==> src/rtl/pm_suspend_pkg.sv <==
`timescale 1ns/1ps
package pm_suspend_pkg;

  typedef enum logic [2:0] {
    ST_IDLE,
    ST_WAIT_CPL,
    ST_SEND,
    ST_WAIT_READY,
    ST_PROCEED
  } seqState_e;

  // Strobes from control to the per-port datapath
  typedef struct packed {
    logic clearTrack; // start of a sequence: issue turn-off, reset tracking
    logic track;      // accept handshake strobes, run the deadline counter
  } trackCtl_t;

endpackage

==> src/rtl/pm_suspend_ctrl.sv <==
`timescale 1ns/1ps
module pm_suspend_ctrl
  import pm_suspend_pkg::*;
(
  input  logic       clk,
  input  logic       rstN,
  input  logic       suspWr,
  input  logic [1:0] suspType,
  input  logic       wrCplSent,
  input  logic       swAbort,
  input  logic       pmEntryAck,
  input  logic       wakeIn,
  input  logic       allReady,
  input  logic       timedOut,
  output trackCtl_t  ctl,
  output logic       pmProceed,
  output logic [1:0] proceedType,
  output logic       wakeReq
);

  seqState_e state, stateNxt;
  logic      wakePrev;
  logic      wakeRise;

  assign wakeRise = wakeIn & ~wakePrev;

  always_comb begin
    stateNxt = state;
    case (state)
      ST_IDLE:       if (suspWr) stateNxt = ST_WAIT_CPL;
      ST_WAIT_CPL:   if (swAbort) stateNxt = ST_IDLE;
                     else if (wrCplSent) stateNxt = ST_SEND;
      ST_SEND:       stateNxt = ST_WAIT_READY;
      ST_WAIT_READY: if (swAbort) stateNxt = ST_IDLE;
                     else if (allReady && !timedOut) stateNxt = ST_PROCEED;
      ST_PROCEED:    if (pmEntryAck) stateNxt = ST_IDLE;
      default:       stateNxt = ST_IDLE;
    endcase
    if (wakeRise) stateNxt = ST_IDLE;
  end

  always_ff @(posedge clk or negedge rstN) begin
    if (!rstN) begin
      state       <= ST_IDLE;
      wakePrev    <= 1'b0;
      wakeReq     <= 1'b0;
      proceedType <= 2'd0;
    end else begin
      state    <= stateNxt;
      wakePrev <= wakeIn;
      wakeReq  <= wakeRise;
      if (state == ST_IDLE && suspWr) proceedType <= suspType;
    end
  end

  always_comb begin
    ctl.clearTrack = (state == ST_SEND);
    ctl.track      = (state == ST_WAIT_READY) && !wakeRise && !swAbort;
  end

  assign pmProceed = (state == ST_PROCEED);

endmodule

==> src/rtl/pm_suspend_dp.sv <==
`timescale 1ns/1ps
module pm_suspend_dp
  import pm_suspend_pkg::*;
#(
  parameter int NUM_PORTS   = 4,
  parameter int TIMEOUT_CYC = 1000
) (
  input  logic                 clk,
  input  logic                 rstN,
  input  trackCtl_t            ctl,
  input  logic [NUM_PORTS-1:0] portEnable,
  input  logic [NUM_PORTS-1:0] linkUp,
  input  logic [NUM_PORTS-1:0] turnOffAck,
  input  logic [NUM_PORTS-1:0] enterL23Req,
  output logic [NUM_PORTS-1:0] turnOffSend,
  output logic [NUM_PORTS-1:0] portTimeout,
  output logic                 allReady,
  output logic                 timedOut
);

  localparam int CNT_W = $clog2(TIMEOUT_CYC + 1);
  localparam logic [CNT_W-1:0] CNT_LAST = CNT_W'(TIMEOUT_CYC - 1);
  localparam logic [CNT_W-1:0] CNT_SAT  = CNT_W'(TIMEOUT_CYC);

  logic [NUM_PORTS-1:0] livePort;
  logic [NUM_PORTS-1:0] portDone;
  logic [CNT_W-1:0]     waitCnt;
  logic                 expire;

  assign livePort = portEnable & linkUp;

  for (genvar i = 0; i < NUM_PORTS; i++) begin : g_port
    logic ackSeenQ;
    logic readyQ;

    always_ff @(posedge clk or negedge rstN) begin
      if (!rstN) begin
        ackSeenQ <= 1'b0;
        readyQ   <= 1'b0;
      end else if (ctl.clearTrack) begin
        ackSeenQ <= 1'b0;
        readyQ   <= 1'b0;
      end else if (ctl.track) begin
        if (turnOffAck[i]) ackSeenQ <= 1'b1;
        // ready request only counts once the acknowledge is already on record
        if (enterL23Req[i] && ackSeenQ) readyQ <= 1'b1;
      end
    end

    assign portDone[i]    = readyQ | ~livePort[i];
    assign turnOffSend[i] = ctl.clearTrack & livePort[i];
  end

  assign allReady = &portDone;
  assign expire   = ctl.track && (waitCnt == CNT_LAST);

  always_ff @(posedge clk or negedge rstN) begin
    if (!rstN) begin
      waitCnt     <= '0;
      portTimeout <= '0;
    end else if (ctl.clearTrack) begin
      waitCnt     <= '0;
      portTimeout <= '0;
    end else begin
      if (ctl.track && waitCnt != CNT_SAT) waitCnt <= waitCnt + CNT_W'(1);
      if (expire) portTimeout <= ~portDone;
    end
  end

  assign timedOut = |portTimeout;

endmodule

==> src/rtl/pm_suspend_seq.sv <==
`timescale 1ns/1ps
module pm_suspend_seq
  import pm_suspend_pkg::*;
#(
  parameter int NUM_PORTS   = 4,
  parameter int TIMEOUT_CYC = 1000
) (
  input  logic                 clk,
  input  logic                 rstN,
  input  logic                 suspWr,
  input  logic [1:0]           suspType,
  input  logic                 wrCplSent,
  input  logic [NUM_PORTS-1:0] portEnable,
  input  logic [NUM_PORTS-1:0] linkUp,
  input  logic [NUM_PORTS-1:0] turnOffAck,
  input  logic [NUM_PORTS-1:0] enterL23Req,
  input  logic                 swAbort,
  input  logic                 pmEntryAck,
  input  logic                 wakeIn,
  output logic [NUM_PORTS-1:0] turnOffSend,
  output logic                 pmProceed,
  output logic [1:0]           proceedType,
  output logic [NUM_PORTS-1:0] portTimeout,
  output logic                 wakeReq
);

  trackCtl_t ctl;
  logic      allReady;
  logic      timedOut;

  pm_suspend_ctrl u_ctrl (
    .clk         (clk),
    .rstN        (rstN),
    .suspWr      (suspWr),
    .suspType    (suspType),
    .wrCplSent   (wrCplSent),
    .swAbort     (swAbort),
    .pmEntryAck  (pmEntryAck),
    .wakeIn      (wakeIn),
    .allReady    (allReady),
    .timedOut    (timedOut),
    .ctl         (ctl),
    .pmProceed   (pmProceed),
    .proceedType (proceedType),
    .wakeReq     (wakeReq)
  );

  pm_suspend_dp #(
    .NUM_PORTS   (NUM_PORTS),
    .TIMEOUT_CYC (TIMEOUT_CYC)
  ) u_dp (
    .clk         (clk),
    .rstN        (rstN),
    .ctl         (ctl),
    .portEnable  (portEnable),
    .linkUp      (linkUp),
    .turnOffAck  (turnOffAck),
    .enterL23Req (enterL23Req),
    .turnOffSend (turnOffSend),
    .portTimeout (portTimeout),
    .allReady    (allReady),
    .timedOut    (timedOut)
  );

endmodule

==> config.mk <==
export PLATFORM = sky130hd
export DESIGN_NAME = pm_suspend_seq
export DESIGN_NICKNAME = d
export VERILOG_FILES = /design/src/rtl/pm_suspend_pkg.sv /design/src/rtl/pm_suspend_ctrl.sv /design/src/rtl/pm_suspend_dp.sv /design/src/rtl/pm_suspend_seq.sv
export SDC_FILE = /design/constraint.sdc
export NUM_CORES = 1
export LEC_CHECK = 0
export ABC_AREA = 1
export CORE_MARGIN = 3
export CORE_UTILIZATION = 53
export DETAILED_ROUTE_END_ITERATION = 10
export MAX_ROUTING_LAYER = met4
export PLACE_DENSITY_LB_ADDON = 0.1
export REMOVE_ABC_BUFFERS = 1
export SKIP_LAST_GASP = 1
export SLEW_MARGIN = 20
export SYNTH_ARGS = -nofsm -noshare
export SYNTH_HDL_FRONTEND = slang
export SYNTH_SLANG_ARGS = --single-unit
==> constraint.sdc <==
create_clock -name clk -period 4.3 [get_ports clk]
set_input_delay 1.075 -clock clk [delete_from_list [all_inputs] [get_ports clk]]
set_output_delay 1.075 -clock clk [all_outputs]
set_load 0.1 [all_outputs]
* Word level (Yosys, flattened, before mapping)
Cells that the tools add are included.
** Storage, ports and cells
- Flip-flop bits (word level) :: 29
- Bits of input ports :: 25
- Output and inout port bits :: 12
- Logic and storage cells :: 113
** Operators by class
- Add/sub/neg operators :: 1
- Eq/ne operators :: 10
- Muxes and demuxes :: 36
- Bitwise operators :: 16
- Reductions and logical operators :: 36
** Operators with widths (count)
- $mux 1 :: 24
- $reduce_bool 2->1 :: 11
- $mux 3 :: 7
- $mux 10 :: 2
- $reduce_and 2->1 :: 8
- $pmux 3 s5 :: 1
- $add 10x1->10 const B :: 1
- $eq 10x10->1 const B :: 1
- $logic_and 1x1->1 :: 10
- $ne 10x10->1 const B :: 1
- $mux 4 :: 2
- $reduce_and 4->1 :: 2
- $eq 3x2->1 const B :: 2
- $ne 3x2->1 const B :: 2
- $and 1x1->1 :: 5
- $not 1->1 :: 5
- $and 4x4->4 :: 1
- $ne 4x2->1 const B :: 1
- $ne 4x3->1 const B :: 1
- $not 4->4 :: 1
- $or 1x1->1 :: 4
- $reduce_or 4->1 :: 1
- $eq 3x1->1 const B :: 1
- $eq 3x3->1 const B :: 1
- other kinds (2) :: 4

* Depth between registers and ports, before layout
- Word-level depth :: 9
- Gate-level depth with buffers :: 9
- Mapped depth without buffers :: 9

* Modules after synthesis
From an unflattened synthesis, not the netlist that was laid out.
** Second synthesis, totals
- Cell total of the unflattened synthesis :: 217
- Area total of the unflattened synthesis :: 1636.6 µm²
** Modules (own cells, without submodules)
- pm_suspend_dp :: instances 1, cells each 164, area each 1209.9 µm², seq. area each 550.5 µm²
- pm_suspend_ctrl :: instances 1, cells each 53, area each 426.7 µm², seq. area each 175.2 µm²

* Worst setup path before layout
Ideal clock, no wire load.
- Kind :: register -> output
- Start :: register u_ctrl.state[0]
- End :: output port pmProceed
- Arrival :: 2.562 ns
- Required time :: 3.225 ns
- Path slack :: 0.663 ns
- Stages on the path, launching flop included :: 2
- Path buffers :: 0
- Cells stage by stage :: dfrtp_1 -> nor3_1
** On the way
- Word-level cells in the longest chain between the ends :: 1
** RTL lines
- start: declaration :: line pm_suspend_ctrl.sv:21 : seqState_e state, stateNxt;
- start signal: assignment :: line pm_suspend_ctrl.sv:49 : state <= stateNxt;
- $eq 3x3->1 :: line pm_suspend_ctrl.sv:61 : assign pmProceed = (state == ST_PROCEED);
- end: declaration :: line pm_suspend_seq.sv:21 : output logic pmProceed,
No other way between the ends.

* Worst setup path after layout
Ends and elaborated chain as after synthesis.

==> impl.org <==
** Run status
- Status :: finished, final reports clean

** STA
- The count of pins over their slew limit was 0.
- Endpoints failing hold :: 0
- Finish-stage setup viols :: 0
- Across the routed clock network, the largest skew measured is 0.00554 ns.
- The smallest clock period supported by the final layout is computed as 3.35 ns.
- Dividing the final minimum period by the clock period gives 77.8%.
- Based on the critical path, the design can be clocked at up to 299 MHz.
- Setup repair after global routing left no endpoint under its margin.
- Rel. slew slack :: 33.9%
- Total negative slack :: 0 ns
- Tightest Pin Transition :: 0.988 ns

** Run
- The tool flagged a number of max-cap violations equal to 0.

** Logic synthesis
- Counting every instance in the synthesized netlist gives 203.
- Mean instance size in the synthesized netlist :: 7.87 um2
- Area of the mapped netlist :: 1600 um2
- Number of warnings issued by yosys :: 0
- Number of distinct standard cells referenced by the synthesized netlist :: 27
- Number of synthesized register bits :: 29
- Share of synthesized area occupied by flip-flops and latches :: 45.4%

** Clocking
- Number of buffers inserted during clock tree synthesis :: 5
- Clock-pin slew on the worst setup and hold paths :: 0.09 ns
- Total setup buffers inserted after CTS :: 0
- Hold_buf cts :: 0
- Clock latency on the worst-skew pair :: 0.32 ns
- CTS tree :: done
- In this run, post-CTS repair resized a total of 0 instances.
- The tree built by TritonCTS fans out to 29 sinks.
- The H-tree was split into 2 levels.
- Counting along the longest clock path gives a buffer depth of 2.
- CTS Root Cell :: sky130_fd_sc_hd__clkbuf_4

** Routing
- Length of routed met2 wiring :: 1880 um
- Top sig layer :: met4
- Met1 WL :: 1500 um
- # DRC :: 0
- The count of nets left with antenna violations once routing finished came out at 0.
- Number of vias in the routed layout :: 1451
- Via-per-instance ratio :: 5.24
- Number of DRC markers after the initial detailed-route iteration :: 124
- Final routed wirelength across all metal layers :: 3580 um
- Routed wire length on met3 :: 135 um
- Dividing the detail-routed wire length by the instance count gives 12.9 um.
- Detailed-routing iteration count for the pre-antenna-repair pass :: 4

** Worst setup path
- Of all nets on the critical path, the largest fanout is 6.
- Worst setup SP type :: flop
- The critical path goes through nor3_1 > clkdlybuf4s50_1.
- The worst register-to-register path has a depth of 8.
- Cell with the largest stage delay on the worst path :: sky130_fd_sc_hd__clkdlybuf4s50_1
- Critical path buffers and inverters :: 1
- The most critical setup path has its endpoint at pmProceed.
- Worst Setup Path Type :: reg2out
- The setup check on the worst reg-to-reg path leaves a slack of 2.72 ns.
- The worst register-to-register path begins at u_dp.waitCnt[0].
- CP Depth :: 2
- Worst Path Required :: 3.22 ns
- STA classifies the critical path endpoint as a primary output.
- STA puts the critical path data arrival time at 2.27 ns.
- The most critical setup path has its startpoint at u_ctrl.state[0].
- Worst R2R End :: u_dp.waitCnt[5]
- In this design, the stage delay of the slowest critical-path cell is 1.19 ns.
- Family with the most delay on the worst path :: buffers and inverters

** Power
- Summed over all cells, the static leakage comes to 1.03 nW.
- IR analysis of the VDD net gives a maximum drop of 0.471 mV.
- After layout, the design draws a total of 0.000927 W.
- P per Cell Area :: 458 nW/um2

** Hold path
- In this run the worst hold path is classified as reg2reg.

** GRT
- Pin count of the biggest net entering global routing :: 30
- Via count of the first global-routing pass :: 1393
- Initial antenna violation count :: 0
- Global-route wire length before repair :: 5890 um
- Global routing consumed, over all layers together, 22.5% of the routing resources.
- Summed over all layers, the global routing overflow is 0.

** Layout
- 0 antenna diodes ended up in the layout.
- The post-route netlist has 12.2% of its cells at a drive strength greater than 1.
- After the last flow step, the layout net total stands at 272.
- Area delta synth->final :: 26.6%

** Floorplan
- Area of the core :: 2810 um2
- From bottom edge to top edge, the die measures 60.9 um.
- Starting utilization of the core area :: 57.0%
- The floorplan has 19 rows.
- 37 I/O pins were placed.
- The floorplan step set the die width to 60.9 um.
- Full die area :: 3710 um2

** Placed design
- Routability-driven placement congestion ratio :: 0.846
- # port buffers :: 36
- Detailed placement ended at an HPWL of 2770 um.
-- synthesized netlist by cell type, drive strengths merged --
master	n	area (um2)
o21ai	4	20.0
dfrtp	29	726
nand4	7	43.8
nand2	55	214
nand3b	1	7.51
xnor2	1	8.76
clkinv	1	5.00
inv	25	98.9
ha	2	25.0
buf	2	22.5
nor3	2	15.0
a31oi	2	12.5
nand3	24	125
a21oi	11	66.3
nor2	34	178
mux2	2	22.5
a21o	1	7.51
-- placed cells by master (no fill, tap or decap) --
master / Yosys / layout
sky130_fd_sc_hd__a31oi_1: 2 / 2
sky130_fd_sc_hd__nor3_1: 1 / 1
sky130_fd_sc_hd__nand3_1: 23 / 23
sky130_fd_sc_hd__nor2_2: 4 / 4
sky130_fd_sc_hd__nand2_4: 1 / 1
sky130_fd_sc_hd__clkbuf_4: 0 / 5
sky130_fd_sc_hd__mux2_2: 2 / 2
sky130_fd_sc_hd__dfrtp_1: 29 / 29
sky130_fd_sc_hd__xnor2_1: 1 / 1
sky130_fd_sc_hd__o21ai_0: 2 / 2
sky130_fd_sc_hd__nand3_2: 1 / 1
sky130_fd_sc_hd__inv_1: 21 / 21
sky130_fd_sc_hd__nand3b_1: 1 / 1
sky130_fd_sc_hd__inv_6: 1 / 1
sky130_fd_sc_hd__nor2_8: 2 / 2
sky130_fd_sc_hd__a21oi_4: 1 / 1
sky130_fd_sc_hd__clkbuf_1: 0 / 1
sky130_fd_sc_hd__clkinv_2: 1 / 3
sky130_fd_sc_hd__clkdlybuf4s50_1: 0 / 32
sky130_fd_sc_hd__o21ai_1: 2 / 2
sky130_fd_sc_hd__nor3_2: 1 / 1
sky130_fd_sc_hd__nor2_1: 27 / 27
sky130_fd_sc_hd__ha_1: 2 / 2
sky130_fd_sc_hd__a21o_1: 1 / 1
sky130_fd_sc_hd__inv_2: 3 / 3
sky130_fd_sc_hd__buf_4: 0 / 5
sky130_fd_sc_hd__nand4_1: 7 / 7
sky130_fd_sc_hd__a21oi_1: 10 / 10
sky130_fd_sc_hd__nor2_4: 1 / 1
sky130_fd_sc_hd__nand2_1: 54 / 54
-- layer usage --
metal / vias up / track usage [%]
met4: 0 / 10.8
met3: 9 / 5.32
met5: - / -
met1: 683 / 24.5
met2: 25 / 38.2
li1: 734 / -
-- how the worst min path moves through the flow --
stage	from	end	slack, ns	depth (start not counted)
after floorplan	u_ctrl.wakePrev	u_ctrl.wakeReq	0.45	1
after global routing	u_ctrl.wakePrev	u_ctrl.wakeReq	0.50	1
after CTS	u_ctrl.wakePrev	u_ctrl.wakeReq	0.48	1
after global placement	u_ctrl.wakePrev	u_ctrl.wakeReq	0.47	1
after detailed placement	u_ctrl.wakePrev	u_ctrl.wakeReq	0.47	1
final	u_ctrl.wakePrev	u_ctrl.wakeReq	0.48	1
-- cells by family (layout without fill, tap and decap cells) --
family          Yosys count  in the layout  share of synthesized area (%)
simple gates            123            123                           36.5
flops                    29             29                           45.4
buf+inv                  28             71                           7.91
compound gates           18             18                           6.66
fa+ha+maj                 2              2                           1.57
mux                       2              2                           1.41
xor+xnor                  1              1                          0.548
-- area by class of cell --
cell class                      instances  area [um2]
Clock buffer                            6        41.3
Clock inverter                          2        10.0
Fill cell                             230         782
Inverter                               26         104
Multi-Input combinational cell        146         746
Sequential cell                        29         726
Tap cell                               31        38.8
Timing Repair Buffer                   37         358
-- worst reg2reg max path, cell delays in order (launching register included) --
cell                      delay [ns]
sky130_fd_sc_hd__dfrtp_1        0.47
sky130_fd_sc_hd__inv_1          0.11
sky130_fd_sc_hd__ha_1           0.21
sky130_fd_sc_hd__nand3_1        0.09
sky130_fd_sc_hd__nor2_2         0.05
sky130_fd_sc_hd__a21oi_4        0.31
sky130_fd_sc_hd__nor2_4         0.10
sky130_fd_sc_hd__nand2_1        0.08
sky130_fd_sc_hd__nand2_1        0.05
-- stage by stage --
step                setup WS, ns  cells  hold WS [ns]  instance area, um2  utilization (%)
finish                     0.954    277         0.477                2020             72.1
global route               0.855    277         0.503                2020             72.1
CTS                        0.931    277         0.476                2020             72.1
detailed placement          1.20    269         0.469                1970             70.3
global placement            1.24    269         0.468                1970             70.3
floorplan                  0.663    201         0.450                1580                -
-- where the power goes --
group	switching [W]	internal [W]
Combinational	0.000280	0.000123
Clock	0.0000941	0.0000622
Sequential	0.0000420	0.000326
-- registers in the layout, indices dropped and copies added, names as in the netlist --
name                  flops
u_dp.waitCnt             10
u_ctrl.wakeReq            1
u_ctrl.state              3
u_dp.g_port.ackSeenQ      4
u_ctrl.proceedType        2
u_dp.g_port.readyQ        4
u_ctrl.wakePrev           1
u_dp.portTimeout          4
Power figures use the tool's default switching activity.
